<file path="config.mk">
export PLATFORM = sky130hd
export DESIGN_NAME = rst_cause_reg
export DESIGN_NICKNAME = d
export VERILOG_FILES = /design/src/rtl/rst_cause_pkg.sv /design/src/rtl/rst_cause_bit.sv /design/src/rtl/rst_cause_cnt.sv /design/src/rtl/rst_cause_req.sv /design/src/rtl/rst_cause_reg.sv
export SDC_FILE = /design/constraint.sdc
export NUM_CORES = 1
export LEC_CHECK = 0
export ABC_AREA = 1
export BUFFER_PORTS_ARGS = -buffer_cell sky130_fd_sc_hd__buf_2
export CORE_ASPECT_RATIO = 1.1
export CORE_UTILIZATION = 25
export CTS_BUF_LIST = sky130_fd_sc_hd__clkbuf_2 sky130_fd_sc_hd__clkbuf_4 sky130_fd_sc_hd__clkbuf_8
export DETAILED_ROUTE_END_ITERATION = 12
export GPL_TIMING_DRIVEN = 0
export PLACE_DENSITY_LB_ADDON = 0.3
export SYNTH_ARGS = -nofsm -noshare
export SYNTH_HDL_FRONTEND = slang
export SYNTH_SLANG_ARGS = --single-unit
</file>
<file path="constraint.sdc">
create_clock -name clk_i -period 1.41 [get_ports clk_i]
set_clock_uncertainty 0.05 [all_clocks]
set_input_delay 0.282 -clock clk_i [delete_from_list [all_inputs] [get_ports clk_i]]
set_output_delay 0.282 -clock clk_i [all_outputs]
set_load 0.1 [all_outputs]
</file>
<file path="src/rtl/rst_cause_pkg.sv">
package rst_cause_pkg;

  localparam int unsigned REG_W      = 32;
  localparam int unsigned BIT_POR    = 31;
  localparam int unsigned BIT_SW_POR = 30;
  localparam int unsigned BIT_SW_WRM = 29;
  localparam int unsigned BIT_BT_POR = 28;
  localparam int unsigned BIT_BT_WRM = 27;
  localparam int unsigned CAUSE_LO   = BIT_BT_WRM;

  localparam logic [REG_W-1:0] POR_VALUE = REG_W'(1) << BIT_POR;

  typedef enum logic [1:0] {
    FK_RSVD = 2'd0,
    FK_W1C  = 2'd1,
    FK_W1S  = 2'd2
  } field_kind_e;

  function automatic field_kind_e field_kind(input int unsigned pos);
    if (pos == BIT_SW_POR || pos == BIT_SW_WRM) return FK_W1S;
    if (pos == BIT_POR || pos == BIT_BT_POR || pos == BIT_BT_WRM) return FK_W1C;
    return FK_RSVD;
  endfunction

endpackage

</file>
<file path="src/rtl/rst_cause_bit.sv">
module rst_cause_bit
  import rst_cause_pkg::*;
#(
  parameter field_kind_e KIND     = FK_W1C,
  parameter logic        LOAD_VAL = 1'b0
) (
  input  logic clk_i,
  input  logic rst_ni,
  input  logic load_i,
  input  logic wr_i,
  input  logic wbit_i,
  output logic q_o
);

  logic q_q;

  always_ff @(posedge clk_i or negedge rst_ni) begin
    if (!rst_ni) begin
      q_q <= 1'b0;
    end else if (load_i) begin
      q_q <= LOAD_VAL;
    end else if (wr_i && wbit_i) begin
      q_q <= (KIND == FK_W1S);
    end
  end

  assign q_o = q_q;

endmodule

</file>
<file path="src/rtl/rst_cause_cnt.sv">
module rst_cause_cnt #(
  parameter int unsigned CNT_W = 4
) (
  input  logic             clk_i,
  input  logic             rst_ni,
  input  logic             inc_i,
  input  logic             clr_i,
  output logic             zero_o,
  output logic [CNT_W-1:0] cnt_o
);

  localparam logic [CNT_W-1:0] CNT_MAX = {CNT_W{1'b1}};

  logic [CNT_W-1:0] cnt_q;

  always_ff @(posedge clk_i or negedge rst_ni) begin
    if (!rst_ni) begin
      cnt_q <= '0;
    end else if (inc_i) begin
      if (cnt_q != CNT_MAX) cnt_q <= cnt_q + CNT_W'(1);
    end else if (clr_i) begin
      cnt_q <= '0;
    end
  end

  assign zero_o = (cnt_q == '0);
  assign cnt_o  = cnt_q;

endmodule

</file>
<file path="src/rtl/rst_cause_req.sv">
module rst_cause_req (
  input  logic clk_i,
  input  logic rst_ni,
  input  logic fire_i,
  output logic req_o
);

  logic req_q;

  always_ff @(posedge clk_i or negedge rst_ni) begin
    if (!rst_ni) req_q <= 1'b0;
    else         req_q <= fire_i;
  end

  assign req_o = req_q;

endmodule

</file>
<file path="src/rtl/rst_cause_reg.sv">
module rst_cause_reg
  import rst_cause_pkg::*;
#(
  parameter int unsigned CNT_W = 4
) (
  input  logic             clk_i,
  input  logic             rst_ni,
  input  logic             sys_rst_i,
  input  logic             acc_en_i,
  input  logic             acc_we_i,
  input  logic             acc_word_i,
  input  logic [REG_W-1:0] acc_wdata_i,
  output logic [REG_W-1:0] acc_rdata_o,
  output logic             rst_req_o
);

  logic             wr_hit;
  logic             por_load;
  logic             cnt_zero;
  logic [CNT_W-1:0] cnt_q;
  logic [REG_W-1:0] cause_q;
  logic             unused_wdata;

  // system reset wins over a same-cycle write
  assign wr_hit   = acc_en_i && acc_we_i && acc_word_i && !sys_rst_i;
  assign por_load = sys_rst_i && cnt_zero;

  assign unused_wdata = ^acc_wdata_i[CAUSE_LO-1:0];

  for (genvar i = 0; i < REG_W; i++) begin : g_bit
    if (field_kind(i) == FK_RSVD) begin : g_rsvd
      assign cause_q[i] = 1'b0;
    end else begin : g_cell
      rst_cause_bit #(
        .KIND     (field_kind(i)),
        .LOAD_VAL (POR_VALUE[i])
      ) u_bit (
        .clk_i  (clk_i),
        .rst_ni (rst_ni),
        .load_i (por_load),
        .wr_i   (wr_hit),
        .wbit_i (acc_wdata_i[i]),
        .q_o    (cause_q[i])
      );
    end
  end

  rst_cause_cnt #(.CNT_W(CNT_W)) u_cnt (
    .clk_i  (clk_i),
    .rst_ni (rst_ni),
    .inc_i  (sys_rst_i),
    .clr_i  (wr_hit && acc_wdata_i[BIT_SW_POR]),
    .zero_o (cnt_zero),
    .cnt_o  (cnt_q)
  );

  rst_cause_req u_req (
    .clk_i  (clk_i),
    .rst_ni (rst_ni),
    .fire_i (wr_hit && (acc_wdata_i[BIT_SW_POR] || acc_wdata_i[BIT_SW_WRM])),
    .req_o  (rst_req_o)
  );

  assign acc_rdata_o = (acc_en_i && !acc_we_i && acc_word_i) ? cause_q : '0;

endmodule

</file>
**Yosys cells after proc, flatten, opt, wreduce, memory -nomap -nowiden**

Index checks and enable logic that the tools add are counted.

- Register bits after elaboration: 10
- Input port bits: 38
- Output and inout port bits: 33
- Word-level logic and storage cells: 47

- Add/sub/neg operators: 1
- Equality and inequality tests: 2
- Muxes and demuxes: 14
- Reductions and logical operators: 23

Operators with widths:

| operator | count |
|---|---|
| $mux 32 | 1 |
| $logic_and 1x1->1 | 12 |
| $mux 4 | 3 |
| $reduce_bool 2->1 | 6 |
| $mux 1 | 10 |
| $add 4x1->4 const B | 1 |
| $logic_not 4->1 | 1 |
| $ne 4x4->1 const B | 1 |
| $logic_not 1->1 | 2 |
| $ne 2x1->1 const B | 1 |
| $reduce_and 2->1 | 1 |
| $logic_or 1x1->1 | 1 |

**Depth between registers and ports, before layout**

- Word-level depth: 6
- Mapped depth: 6

**Cells and area by module**

A second synthesis with hierarchy kept.

- Cells, all modules: 102
- Area total of the unflattened synthesis: 716.9 um2

By module, submodules not included:

| module | instances | cells each | area an instance (um2) | sequential area each (um2) |
|---|---|---|---|---|
| rst_cause_reg | 1 | 51 | 300.3 | 0.0 |
| rst_cause_cnt | 1 | 33 | 246.5 | 100.1 |
| rst_cause_bit (g_bit[29].g_cell.u_bit ...) | 2 | 4 | 41.3 | 25.0 |
| rst_cause_bit (g_bit[31].g_cell.u_bit) | 1 | 5 | 40.0 | 25.0 |
| rst_cause_req | 1 | 1 | 25.0 | 25.0 |
| rst_cause_bit (g_bit[27].g_cell.u_bit ...) | 2 | 2 | 11.3 | 0.0 |

**Least setup slack after synthesis**

Ideal clock, no wire load.

- Path type: input to output
- Start: input acc_word_i
- End: output acc_rdata_o[29]
- Data arrival time: 1.749 ns
- Data required time: 1.078 ns
- Path slack: -0.671 ns
- Stages: 4
- Path buffers: 0
- Cell sequence: nand2_1 inv_2 nand2_1 nor2_1

- Longest elaborated chain between the ends: 2

Ends and longest elaborated chain:

| what | line | text |
|---|---|---|
| from (decl) | rst_cause_reg.sv:11 | `input logic acc_word_i,` |
| $logic_and 1x1->1 | rst_cause_reg.sv:64 | `assign acc_rdata_o = (acc_en_i && !acc_we_i && acc_word_i) ? cause_q : '0;` |
| $mux 32 | rst_cause_reg.sv:64 |  |
| to (decl) | rst_cause_reg.sv:13 | `output logic [REG_W-1:0] acc_rdata_o,` |

Every way passes these cells.

**Worst setup path after layout**

Same ends and word-level chain as after synthesis.

==> flow_summary.ini <==
[floorplanning]
io_pins = 71
die-width_um = 51.4
core-area_mm2 = 0.00252
dieHeight_um = 56.3
initial_core_util_pct = 26.6
num_rows = 19
dieArea_mm2 = 0.00289

[detailed_routing]
drc = 0
via_per_inst = 3.48
drtPass1Iterations = 4
vias = 571
ant_nets = 0
routed_wirelength_um = 1030
drtIter0Drc = 10
wl_per_cell_um = 6.29

[setup_path]
r2r_cells = 6
worst-path-buf-inv = 3
worstPathMaxFanout = 4
startpoint_type = input port
rr_startpoint = u_cnt.cnt_o[0]
critPathKind = in -> out
cp.required_ps = 1080
crit_chain = buf_2 -> nand2_1 -> inv_2 -> nand2_1 -> nor2_2 -> buf_4
slowest_delay_ps = 290
reg2reg_slack_ps = 190
cp_common_cell = nand2_1
crit_family = buffers and inverters
arrival_ps = 1010
crit_slowest_cell = buf_4
end_kind = output port
r2r_end = u_cnt.cnt_o[0]
worst-path-stages = 6

[worst_hold_path]
worst_hold_path.endpoint = g_bit[31].g_cell.u_bit.q_o
min_path_type = in -> reg
hold_depth = 4
min_from = acc_wdata_i[31]

[timing]
drv_slew = 0
setup_ws_ps = 64.8
timing.hold.ws_ps = 260
setup_violations = 0
finalHoldViolCount = 0
fin_crit_ps = 1350
fmax_mhz = 743
period_share_pct = 95.4
grt_setup_unrepaired = no

[placement]
pre_cts_ws_ps = -75.3
hpwl_um = 893
place_congestion = 0.678
placedCellCount = 160
numPortBuffers = 12

[flow_run]
drv_cap = 0

[global_routing]
grt_max_degree = 9
antenna_found_initial = 0
track_usage_pct = 8.72
overflow = 0
first_global_vias = 476
grt_pass1_wl_um = 1860

[clock_network]
cts.sinks = 8
path_clk_slew_ps = 50
clkLatencyLatePin_ps = 250
htreeDepth = 1
postCtsSetupRepairBufs = 0
cts_buffer_depth = 2
cts_root_buffer = clkbuf_4
tritoncts = done
cts-buffers-inserted = 3

[synthesis]
syn_area_um2 = 671
ys_warn_count = 0
synth_top_area_share_pct = 32.5
yosysTopAreaCell = buf_4
synthTopCellsByArea = buf_4 (32%), dfrtp_1 (30%), nand2_1 (8.4%)
netlist_instances = 89
synth.avg_cell_area_um2 = 7.54
ys_types = 14
yosysSeqAreaShare_pct = 29.9
ys_seq_elements = 8

[finish]
diodes = 0
final_layout_size_suffix_gt1_share_pct = 38.3
nets = 175
instances_no_fill = 164
area_growth_pct = 38.6

[power]
p_leak_nw = 0.586
power_mw = 1.04
power.density_mw_per_mm2 = 1120
peakVddDrop_v = 0.000507

[status]
status = finished clean
==> worst max-delay path by stage <==
stage	startpoint	slack, ps	to
5_1_grt	acc_word_i	7	acc_rdata_o[29]
6_report	acc_word_i	60	acc_rdata_o[29]
4_1_cts	acc_word_i	50	acc_rdata_o[30]
3_3_place_gp	acc_word_i	-50	acc_rdata_o[31]
3_5_place_dp	acc_word_i	-80	acc_rdata_o[30]
2_1_floorplan	acc_word_i	-240	acc_rdata_o[29]
==> synthesized netlist by cell type (all sizes together) <==
library cell   n
dfrtp          8
o21ai          1
inv           11
nor2           8
nand2         16
ha             2
buf           29
a21oi          3
conb           1
nand3         10
==> timing repair <==
item / 4_1_cts / 5_1_grt
hold buffers: 1 / 0
endpoints found under the setup margin: 3 / 2
cloned: 0 / 0
gates resized for setup: 3 / 2
hold endpoints to repair: 8 / 0
==> report_power, final <==
part,total [mW],leakage [nW],switching (mW),internal (mW)
clock,0.167,0.0138,0.0703,0.0969
sequential,0.309,0.103,0.0394,0.270
combinational,0.562,0.469,0.448,0.114
total,1.04,0.586,0.558,0.480
==> layout make-up <==
type | instances | area [µm²]
fill | 283 | 1590
clock buffer | 3 | 22.5
multi-input combinational | 69 | 324
inverter | 11 | 41.3
timing repair buffer | 13 | 85.1
tap | 31 | 38.8
buffer | 29 | 218
sequential | 8 | 200
==> stage by stage <==
| stage | TNS [ps] | utilization (%) | cell area (µm²) |
|---|---|---|---|
| 2_1_floorplan | -731 | - | 783 |
| 6_report | 0 | 36.9 | 930 |
| 5_1_grt | 0 | 36.9 | 930 |
| 3_5_place_dp | -222 | 35.0 | 882 |
| 4_1_cts | 0 | 36.6 | 922 |
| 3_3_place_gp | -146 | 35.0 | 882 |
==> cell families (layout without fill, tap and decap cells) <==
kind of cell	count (synthesis)	after routing	share of synthesized area (%)
adder cells (fa/ha/maj)	2	2	3.73
flip-flops	8	8	29.9
AND/OR/NAND/NOR	34	34	24.3
other	1	29	0.559
AO/OA/AOI/OAI	4	4	2.98
buffers and inverters	40	56	38.6
==> layer usage <==
layer / GRT usage (%) / routed length (µm)
met1: 9.38 / 419
met2: 14.3 / 496
met3: 1.90 / 95
met4: 6.95 / 21
met5: 0 / 0
==> flip-flops by register name, summed over array words and instances, names as in the netlist <==
name,cells
u_cnt.cnt_o,4
u_req.req_o,1
g_bit.g_cell.u_bit.q_o,3
==> layout by cell type, fill, tap and decap left out <==
cell type / Yosys / layout
buf_2: 0 / 9
nand2_2: 1 / 1
o21ai_0: 1 / 1
nand3_4: 1 / 1
ha_1: 2 / 2
nand3_1: 9 / 9
inv_1: 10 / 10
a21oi_1: 3 / 3
conb_1: 1 / 29
nor2_2: 0 / 3
dlygate4sd3_1: 0 / 1
inv_2: 1 / 1
buf_4: 29 / 30
nand2_1: 15 / 15
clkbuf_4: 0 / 3
dfrtp_1: 8 / 8
buf_6: 0 / 2
nor2_1: 7 / 4
nor2_4: 1 / 1
==> worst reg2reg max path, cell delays in order, from the launching register on <==
cell and delay (ps):
dfrtp_1 430, ha_1 220, nand3_1 90, nand2_1 150, nand2_2 80, nand2_1 50
nand2_1 50
No activity file was read; power rests on OpenSTA's default activity.
